`src/rtl/fseq_pkg.sv`:
```
package fseq_pkg;

  typedef enum logic [2:0] {
    ST_IDLE,
    ST_RD_ACT,
    ST_RD_FLT,
    ST_WR_SU,
    ST_WR_PW,
    ST_WR_HD
  } fseq_state_e;

  typedef enum logic [1:0] {
    OP_READ     = 2'b00,
    OP_WRITE    = 2'b01,
    OP_POLL_PGM = 2'b10,
    OP_POLL_ERS = 2'b11
  } fseq_op_e;

  // round a nanosecond interval up to whole clocks, at least one
  function automatic int ns_to_clk(input int ns, input int clk_ns);
    int c;
    c = (ns + clk_ns - 1) / clk_ns;
    return (c < 1) ? 1 : c;
  endfunction

  function automatic int imax(input int a, input int b);
    return (a > b) ? a : b;
  endfunction

endpackage

```
`src/rtl/fseq_interval.sv`:
```
module fseq_interval #(
  parameter int CW = 8
) (
  input  logic          clk,
  input  logic          rst,
  input  logic          load,
  input  logic [CW-1:0] load_val,
  output logic          last
);

  logic [CW-1:0] cnt;

  always_ff @(posedge clk) begin
    if (rst)
      cnt <= '0;
    else if (load)
      cnt <= load_val;
    else if (cnt != '0)
      cnt <= cnt - 1'b1;
  end

  assign last = (cnt == CW'(1));


  load_zero_chk: assert property (@(posedge clk) disable iff (rst)
    load |-> (load_val != '0));

endmodule

```
`src/rtl/fseq_toggle_poll.sv`:
```
module fseq_toggle_poll #(
  parameter int          TW      = 32,
  parameter logic [TW-1:0] PGM_LIM = '0,
  parameter logic [TW-1:0] ERS_LIM = '0
) (
  input  logic clk,
  input  logic rst,
  input  logic start,
  input  logic use_erase,
  input  logic sample,
  input  logic stat_bit,
  output logic steady,
  output logic expired
);

  logic [TW-1:0] elapsed;
  logic [TW-1:0] limit_q;
  logic          prev_bit;
  logic          have_prev;

  always_ff @(posedge clk) begin
    if (rst) begin
      elapsed   <= '0;
      limit_q   <= '0;
      prev_bit  <= 1'b0;
      have_prev <= 1'b0;
      steady    <= 1'b0;
    end else if (start) begin
      elapsed   <= '0;
      limit_q   <= use_erase ? ERS_LIM : PGM_LIM;
      have_prev <= 1'b0;
      steady    <= 1'b0;
    end else begin
      if (elapsed != '1)
        elapsed <= elapsed + 1'b1;
      if (sample) begin
        prev_bit  <= stat_bit;
        have_prev <= 1'b1;
        steady    <= have_prev && (stat_bit == prev_bit);
      end
    end
  end

  assign expired = (elapsed >= limit_q);


  first_read_chk: assert property (@(posedge clk) disable iff (rst)
    (sample && !have_prev && !start) |=> !steady);

endmodule

```
`src/rtl/flash_cycle_seq.sv`:
```
module flash_cycle_seq
  import fseq_pkg::*;
#(
  parameter int AW          = 19,
  parameter int DW          = 8,
  parameter int STAT_BIT    = 6,
  parameter int CLK_NS      = 20,
  parameter int RD_ACC_NS   = 70,
  parameter int RD_FLT_NS   = 20,
  parameter int WR_SU_NS    = 0,
  parameter int WR_PW_NS    = 35,
  parameter int WR_HD_NS    = 45,
  parameter int WR_CYC_NS   = 70,
  parameter int PGM_LIM_CLK = 5000,
  parameter int ERS_LIM_CLK = 1500000000
) (
  input  logic          clk,
  input  logic          rst,
  input  logic          req,
  input  logic [1:0]    req_op,
  input  logic [AW-1:0] req_addr,
  input  logic [DW-1:0] req_wdata,
  output logic          busy,
  output logic          ack,
  output logic          err,
  output logic [DW-1:0] rdata,
  output logic [AW-1:0] fl_addr,
  output logic          fl_ce_n,
  output logic          fl_oe_n,
  output logic          fl_we_n,
  output logic [DW-1:0] fl_dq_out,
  output logic          fl_dq_oe,
  input  logic [DW-1:0] fl_dq_in
);

  localparam int C_ACC = ns_to_clk(RD_ACC_NS, CLK_NS);
  localparam int C_FLT = ns_to_clk(RD_FLT_NS, CLK_NS);
  localparam int C_SU  = ns_to_clk(WR_SU_NS, CLK_NS);
  localparam int C_PW  = ns_to_clk(WR_PW_NS, CLK_NS);
  localparam int C_HD  = imax(ns_to_clk(WR_HD_NS, CLK_NS),
                              ns_to_clk(WR_CYC_NS, CLK_NS) - C_SU - C_PW);
  localparam int C_MAX = imax(imax(C_ACC, C_FLT), imax(imax(C_SU, C_PW), C_HD));
  localparam int CW    = $clog2(C_MAX + 1);
  localparam int L_MAX = imax(PGM_LIM_CLK, ERS_LIM_CLK);
  localparam int TW    = $clog2(L_MAX + 1) + 1;

  localparam logic [CW-1:0] V_ACC = CW'(C_ACC);
  localparam logic [CW-1:0] V_FLT = CW'(C_FLT);
  localparam logic [CW-1:0] V_SU  = CW'(C_SU);
  localparam logic [CW-1:0] V_PW  = CW'(C_PW);
  localparam logic [CW-1:0] V_HD  = CW'(C_HD);

  fseq_state_e   state, nxt;
  fseq_op_e      op_in;
  logic          tmr_load;
  logic [CW-1:0] tmr_val;
  logic          tmr_last;
  logic          smp;
  logic          poll_start;
  logic          polling;
  logic          steady;
  logic          expired;

  assign op_in = fseq_op_e'(req_op);

  fseq_interval #(.CW(CW)) u_tmr (
    .clk      (clk),
    .rst      (rst),
    .load     (tmr_load),
    .load_val (tmr_val),
    .last     (tmr_last)
  );

  fseq_toggle_poll #(
    .TW      (TW),
    .PGM_LIM (TW'(PGM_LIM_CLK)),
    .ERS_LIM (TW'(ERS_LIM_CLK))
  ) u_poll (
    .clk       (clk),
    .rst       (rst),
    .start     (poll_start),
    .use_erase (req_op[0]),
    .sample    (smp),
    .stat_bit  (fl_dq_in[STAT_BIT]),
    .steady    (steady),
    .expired   (expired)
  );

  // next-state and interval loading
  always_comb begin
    nxt        = state;
    tmr_load   = 1'b0;
    tmr_val    = '0;
    smp        = 1'b0;
    poll_start = 1'b0;
    case (state)
      ST_IDLE: begin
        if (req) begin
          tmr_load = 1'b1;
          case (op_in)
            OP_WRITE: begin
              nxt     = ST_WR_SU;
              tmr_val = V_SU;
            end
            OP_POLL_PGM, OP_POLL_ERS: begin
              nxt        = ST_RD_ACT;
              tmr_val    = V_ACC;
              poll_start = 1'b1;
            end
            default: begin
              nxt     = ST_RD_ACT;
              tmr_val = V_ACC;
            end
          endcase
        end
      end
      ST_RD_ACT: begin
        if (tmr_last) begin
          smp      = 1'b1;
          nxt      = ST_RD_FLT;
          tmr_load = 1'b1;
          tmr_val  = V_FLT;
        end
      end
      ST_RD_FLT: begin
        if (tmr_last) begin
          if (!polling || steady || expired) begin
            nxt = ST_IDLE;
          end else begin
            nxt      = ST_RD_ACT;
            tmr_load = 1'b1;
            tmr_val  = V_ACC;
          end
        end
      end
      ST_WR_SU: begin
        if (tmr_last) begin
          nxt      = ST_WR_PW;
          tmr_load = 1'b1;
          tmr_val  = V_PW;
        end
      end
      ST_WR_PW: begin
        if (tmr_last) begin
          nxt      = ST_WR_HD;
          tmr_load = 1'b1;
          tmr_val  = V_HD;
        end
      end
      ST_WR_HD: begin
        if (tmr_last)
          nxt = ST_IDLE;
      end
      default: nxt = ST_IDLE;
    endcase
  end

  // registered state and bus outputs
  always_ff @(posedge clk) begin
    if (rst) begin
      state     <= ST_IDLE;
      polling   <= 1'b0;
      fl_addr   <= '0;
      fl_dq_out <= '0;
      fl_ce_n   <= 1'b1;
      fl_oe_n   <= 1'b1;
      fl_we_n   <= 1'b1;
      fl_dq_oe  <= 1'b0;
      rdata     <= '0;
      ack       <= 1'b0;
      err       <= 1'b0;
    end else begin
      state <= nxt;
      if (state == ST_IDLE && req) begin
        fl_addr   <= req_addr;
        fl_dq_out <= req_wdata;
        polling   <= req_op[1];
      end
      fl_ce_n  <= (nxt == ST_IDLE) || (nxt == ST_RD_FLT);
      fl_oe_n  <= (nxt != ST_RD_ACT);
      fl_we_n  <= (nxt != ST_WR_PW);
      fl_dq_oe <= (nxt == ST_WR_SU) || (nxt == ST_WR_PW) || (nxt == ST_WR_HD);
      if (smp)
        rdata <= fl_dq_in;
      ack <= (state != ST_IDLE) && (nxt == ST_IDLE);
      err <= (state == ST_RD_FLT) && (nxt == ST_IDLE) && polling && !steady;
    end
  end

  assign busy = (state != ST_IDLE);


  strobe_excl_chk: assert property (@(posedge clk) disable iff (rst)
    !(!fl_oe_n && !fl_we_n));


  bus_turn_chk: assert property (@(posedge clk) disable iff (rst)
    fl_dq_oe |-> fl_oe_n);


  ack_once_chk: assert property (@(posedge clk) disable iff (rst)
    ack |=> !ack);


  ack_idle_chk: assert property (@(posedge clk) disable iff (rst)
    ack |-> !busy);


  addr_hold_chk: assert property (@(posedge clk) disable iff (rst)
    (!fl_ce_n && $past(!fl_ce_n)) |-> $stable(fl_addr));


  we_framed_chk: assert property (@(posedge clk) disable iff (rst)
    (!fl_we_n || $rose(fl_we_n)) |-> (!fl_ce_n && fl_dq_oe));


  err_with_ack_chk: assert property (@(posedge clk) disable iff (rst)
    err |-> ack);

endmodule

```
`config.mk`:
```
export PLATFORM = sky130hd
export DESIGN_NAME = flash_cycle_seq
export DESIGN_NICKNAME = d
export VERILOG_FILES = /design/src/rtl/fseq_pkg.sv /design/src/rtl/fseq_interval.sv /design/src/rtl/fseq_toggle_poll.sv /design/src/rtl/flash_cycle_seq.sv
export SDC_FILE = /design/constraint.sdc
export NUM_CORES = 1
export LEC_CHECK = 0
export CAP_MARGIN = 25
export CORE_MARGIN = 4
export CORE_UTILIZATION = 40
export CTS_CLUSTER_DIAMETER = 150
export CTS_CLUSTER_SIZE = 25
export DETAILED_ROUTE_END_ITERATION = 8
export PLACE_DENSITY = 0.72
export SLEW_MARGIN = 15
export SYNTH_ARGS = -nofsm -noshare
export SYNTH_HDL_FRONTEND = slang
export SYNTH_SLANG_ARGS = --single-unit
```
`constraint.sdc`:
```
create_clock -name clk -period 3.6 [get_ports clk]
set_input_delay 0.36 -clock clk [delete_from_list [all_inputs] [get_ports clk]]
set_output_delay 0.36 -clock clk [all_outputs]
set_load 0.02 [all_outputs]
```
==> results_dict.tcl, run 1 <==
set metrics [dict create \
    filler_cell_count 921 \
    leakagePower_nw 1.87 \
    synth_cell_types 52 \
    reg2regPathDepth 7 \
    viasPerCell 5.21 \
    initial_core_util_pct 41.1 \
    synth_edf_count 0 \
    syn_to_final_growth_pct 29.0 \
    clk_latency_ns 0.37 \
    rsz0062_at_grt "no" \
    wl_per_cell_um 14.0 \
    synth_area_per_cell_um2 8.39 \
    gr-usage-met3_pct 9.49 \
    grt_max_degree 50 \
    drt_iter0_markers 135 \
    clock_path_buffers 2 \
    grt_usage_pct 17.9 \
    worstPathMaxFanout 7 \
    syn-num-nets 539 \
    numCtsBuffers 9 \
    clk_transition_reported_paths_ns 0.09 \
    htree_levels 3 \
    die_w_um 108 \
    rr_endpoint "fl_oe_n" \
    gp_congestion 0.860 \
    startpoint "u_poll.elapsed[7]" \
    core_area_um2 9770 \
    critPathKind "flop to flop" \
    design_area_um2 5180 \
    ys_async_sr_fraction_pct 0 \
    grt-busiest-layer "met2" \
    post_cts_resized 0 \
    syn-instance-count 479 \
    grt_antenna_before_repair 0 \
    rrSetupSlack_ns 1.17 \
    min_period_ns 2.43 \
    holdCritPathClass "flop to flop" \
    worst_pin_slew_ns 0.743 \
    drv_slew 0 \
    netlist_area_um2 4020 \
    cts-root-buf "clkbuf_8" \
    yosysSeqAreaShare_pct 42.9 \
    maxSlewHeadroom_pct 50.2 \
    dr.pass1.iters 4 \
    cts_hold_buf 0 \
    fin_worst_skew_ns 0.00745 \
    ir_drop_mv 0.349 \
    endpoint_kind "flop" \
    required_ns 3.86 \
    finalHoldViolCount 0 \
    drive_gt1_share_pct 6.05 \
    vias 3624 \
    arrival_ns 2.69 \
    drc 0 \
    totalNegativeSetupSlack_ns 0 \
    ios 82 \
    ys.warnings.count 0 \
    die-area_um2 11700 \
    postCtsSetupRepairBufs 0 \
    dpl-instance-area_um2 4950 \
    post-route-period-util_pct 67.6 \
    final_nets 617 \
    core.rowCount 36 \
    diodes 0 \
    r2r-start "u_poll.elapsed[7]" \
    setup_viol 0 \
    place_hpwl_um 7050 \
    use_met1_pct 20.7 \
    outcome "finished clean" \
    ys.flop_type "dfxtp_1" \
    max_freq_mhz 411 \
    dieHeight_um 108 \
    cp-start-kind "flop" \
    grt_overflow_total 0 \
    portBuffers 81 \
    cts_tree "done" \
    endpoint "fl_oe_n" \
    pwr_density_cell_nw_per_um2 512 \
    clkSinkCount 86 \
    power_w 0.00265 \
    ys_ff_latch 86 \
    met2_usage_pct 28.7 \
    grt_pass1_vias 3647 \
    utilization_pct 53.0 \
    cap_violations 0 \
    ant_nets 0 \
    grt_pass1_wl_um 16800 \
    drt_wl_total_um 9760 \
]
[sequential cells by signal (all words and copies together), names as in the netlist, 3 cells and up]
register / cells
fl_addr: 19
fl_dq_out: 8
rdata: 8
state: 3
u_poll.elapsed: 32
u_poll.limit_q: 3
u_tmr.cnt: 3
[power breakdown]
group	internal [W]	switching, W	leakage (nW)
combinational	0.000351	0.000435	1.07
sequential	0.00105	0.0000697	0.700
clock	0.000394	0.000353	0.108
total	0.00179	0.000858	1.87
[per-stage QoR]
| step | setup slack [ns] | hold slack, ns | cells |
|---|---|---|---|
| 3_3_place_gp | 1.24 | 0.441 | 677 |
| 5_1_grt | 0.987 | 0.485 | 695 |
| 2_1_floorplan | 1.38 | 0.427 | 479 |
| 3_5_place_dp | 1.18 | 0.448 | 677 |
| 6_report | 1.17 | 0.457 | 695 |
| 4_1_cts | 1.16 | 0.460 | 693 |
[worst min-delay path by stage]
stage	from	to	slack (ns)	cells past startpoint
after CTS	u_poll.limit_q[28]	u_poll.limit_q[28]	0.46	2
after global routing	fl_addr[6]	fl_addr[6]	0.49	2
after global placement	fl_addr[15]	fl_addr[15]	0.44	2
after floorplan	u_poll.steady	u_poll.steady	0.43	2
final	fl_dq_out[0]	fl_dq_out[0]	0.46	2
after detailed placement	u_poll.limit_q[28]	u_poll.limit_q[28]	0.45	2
[cell type report]
type | count | area (um^2) | share of cell area [%]
inverters | 10 | 37.5 | 0.724
clock inverters | 5 | 82.6 | 1.59
flip-flops and latches | 86 | 1720 | 33.2
well taps | 133 | 166 | 3.21
multi-input cells | 364 | 2190 | 42.2
repair buffers | 86 | 853 | 16.5
clock buffers | 11 | 131 | 2.54
[placed cells by master, fill, tap and decap left out, types with 3 or more instances in the layout]
cell             count
nand3b_1             3
nand2b_1             8
buf_4                3
inv_1               10
o21ai_0              7
a211oi_1             4
nand4_1              9
ha_1                20
nor2_1              35
nor4_1               4
xnor2_1              8
xor2_1              13
and4_1               3
nand2_1             98
or3_1               12
nand3_1             12
clkdlybuf4s50_1     81
a31oi_1              4
dfxtp_1             86
nor4b_1              5
a21oi_1             59
nor3_1               6
and3_1               9
nor2b_1              4
a311oi_1             3
o21ai_1              5
clkbuf_8             9
[synthesized netlist by cell type (all sizes together), types with 3 or more instances]
library cell	count	area, um^2
o21ai	12	60.1
clkbuf	18	67.6
nor4	5	46.3
nand4	10	77.6
xor2	13	114
dfxtp	86	1720
a21oi	60	304
nand3b	3	22.5
nand2	98	368
nor2b	4	25.0
nor3	8	45.0
and4	4	36.3
a211oi	5	42.5
nand3	12	60.1
xnor2	8	70.1
a311oi	3	26.3
a31oi	4	25.0
ha	20	250
nor2	35	131
nor4b	6	67.6
inv	10	37.5
and3	10	63.8
or3	12	75.1
nand2b	8	50.1
[critical path, cell delays in order, from the launching register on]
cell	delay, ns
dfxtp_1	0.49
ha_1	0.31
and4b_2	0.23
a221o_1	0.38
a211oi_2	0.26
a21o_2	0.18
a21oi_2	0.10
or3_1	0.38
[cell families after synthesis]
group           Yosys count  share of synthesized area [%]
mux                       1                          0.280
flops                    86                           42.9
buf+inv                  29                           2.80
fa+ha+maj                20                           6.23
compound gates          100                           15.0
xor+xnor                 21                           4.58
simple gates            222                           28.2
[per-layer routing]
layer | up-vias | share of wire (%)
li1 | 1839 | -
met1 | 1670 | 42
met2 | 102 | 46
met3 | 13 | 11
met4 | 0 | 1.4
met5 | - | 0
(Power assumes the default switching activity.)
==> run 2: changes to the inputs <==
==> constraint.sdc (replaced) <==
create_clock -name clk -period 2.3 [get_ports clk]
set_input_delay 0.23 -clock clk [delete_from_list [all_inputs] [get_ports clk]]
set_output_delay 0.23 -clock clk [all_outputs]
set_load 0.02 [all_outputs]
==> run 2 against run 1 <==
Effect of this change: sequential cell count is the same; non-clock buffer count grew 18; worst hold slack lost 0.048 ns; via count grew 0.33%; utilization grew 1.7 points; global-route usage shrank 0.20 points; worst setup slack lost 1.2 ns; final cell count grew 2.6%; sequential power grew 54%; first-iteration DRC count shrank 12%; critical path type unchanged; largest power group unchanged.
==> results_dict.tcl, run 2 (synthesized netlist as in run 1, its figures left out) <==
set metrics [dict create \
    cts_hold_buf 0 \
    fin_cells 713 \
    power.internal_w 0.00269 \
    endpoint_kind "flop" \
    pwr_density_cell_nw_per_um2 760 \
    cpPeakStageDelay_ns 0.36 \
    grt_antenna_before_repair 0 \
    die_w_um 108 \
    mostFrequentLayoutCell "nand2_1" \
    rsz0062_at_grt "yes" \
    required_ns 2.54 \
    drt_iter0_markers 119 \
    crit_path_cell_trace "inv_2 > ha_1 > nand2_1 > nor4b_2 > o211ai_1 > a21o_2 > a21oi_2 > buf_4 > nor4b_1" \
    numCtsBuffers 9 \
    clock_path_buffers 2 \
    syn_to_final_growth_pct 33.2 \
    cp-start-kind "flop" \
    ir_drop_mv 0.412 \
    dieHeight_um 108 \
    critPathKind "flop to flop" \
    final_nets 635 \
    arrival_ns 2.54 \
    htree_levels 3 \
    grt_pass1_wl_um 16800 \
    grt_max_degree 38 \
    place_hpwl_um 7220 \
    clk_latency_ns 0.36 \
    utilization_pct 54.7 \
    initial_core_util_pct 41.1 \
    worstPathMaxFanout 10 \
    diodes 0 \
    pre_cts_ws_ns 0.00966 \
    gp_congestion 0.865 \
    leakagePower_nw 1.95 \
    grt_usage_pct 17.7 \
    wl_met1_um 4480 \
    finalHoldViolCount 0 \
    regMostFlops "u_poll.elapsed" \
    hold_ws_ns 0.408 \
    grt_overflow_total 0 \
    place_inst 695 \
    final_cell_mix "nand2_1 (98), dfxtp_1 (84), clkdlybuf4s50_1 (81), a21oi_1 (59), nor2_1 (35)" \
    portBuffers 81 \
    max_freq_mhz 435 \
    dr.pass1.iters 4 \
    holdCritPathClass "input pin to flop" \
    cts_tree "done" \
    largest_register_ff_count 32 \
    viasPerCell 5.10 \
    drt_wl_total_um 9880 \
    clockPowerShare_pct 24.3 \
    drc 0 \
    clkSinkCount 86 \
    switching_share_pct 33.9 \
    cap_violations 0 \
    drive_gt1_share_pct 11.2 \
    grt_pass1_vias 3646 \
    core_area_um2 9770 \
    vias 3636 \
    setup_slack_ns 0.00236 \
    reg.largest.list "u_poll.elapsed (32), fl_addr (19)" \
    fin_worst_skew_ns 0.0128 \
    power_switching_w 0.00138 \
    maxSlewHeadroom_pct 66.4 \
    comb_power_share_pct 33.2 \
    die-area_um2 11700 \
    clk_transition_reported_paths_ns 0.09 \
    worst_pin_slew_ns 0.500 \
    setup_viol 0 \
    drv_slew 0 \
    dr_wl_met3_um 818 \
    post-route-period-util_pct 99.9 \
    core.rowCount 36 \
    slowest_stage "dfxtp_1" \
    outcome "finished clean" \
    ios 82 \
    seqPwrFrac_pct 42.5 \
    route.met2.wl_um 4440 \
    wl_per_cell_um 13.9 \
    cts-root-buf "clkbuf_8" \
    crit_family "simple AND/OR/NAND/NOR gates" \
    crit_buf_inv 2 \
    highest_layer "met4" \
    dpl-instance-area_um2 5080 \
    ant_nets 0 \
    design_area_um2 5350 \
    min_period_ns 2.30 \
]
==> run 2: worst reg2reg max path, stage by stage, from the launching register on <==
cell and delay (ns):
dfxtp_1 0.36, inv_2 0.11, ha_1 0.31, nand2_1 0.09, nor4b_2 0.29, o211ai_1 0.15, a21o_2 0.23, a21oi_2 0.18
buf_4 0.17, nor4b_1 0.29
==> run 2: final timing paths <==
| kind | slack [ns] | cells past startpoint | from | end |
|---|---|---|---|---|
| max | 0.002 | 9 | u_poll.limit_q[28] | err |
| min reg2reg | 0.46 | 2 | fl_addr[14] | fl_addr[14] |
| min | 0.41 | 3 | req_wdata[7] | fl_dq_out[7] |
| max reg2reg | 0.002 | 9 | u_poll.limit_q[28] | err |
==> run 2: cell type report <==
cell class	instances	area, um^2
clock buffer	10	138
sequential	86	1730
timing repair buffer	104	983
multi-input combinational	364	2250
tap	133	166
fill	918	4420
clock inverter	6	46.3
inverter	10	37.5
==> run 2: power groups by stage <==
stage                     registers [W]  clock network, W  logic [W]
final                           0.00173          0.000988    0.00135
after global routing            0.00174           0.00108    0.00149
after CTS                       0.00173           0.00102    0.00132
after detailed placement        0.00176                 0    0.00131
after global placement          0.00175                 0    0.00128
after floorplan                 0.00187                 0   0.000665
==> run 2: repair_timing <==
action	CTS	global route
setup buffers	0	2
endpoints found under the setup margin	1	7
pin swaps	1	6
gates resized for setup	1	14
==> run 2: per-stage QoR <==
step | setup TNS [ns] | power, W
4_1_cts | 0 | 0.00406
2_1_floorplan | 0 | 0.00254
3_5_place_dp | 0 | 0.00306
6_report | 0 | 0.00407
5_1_grt | -0.130 | 0.00432
3_3_place_gp | 0 | 0.00304
==> run 2: routing by layer <==
metal  track usage (%)  vias up
met5                 0        -
met4              5.77        0
met3              7.04       11
met2              28.5       83
met1              21.7     1672
li1                  -     1870
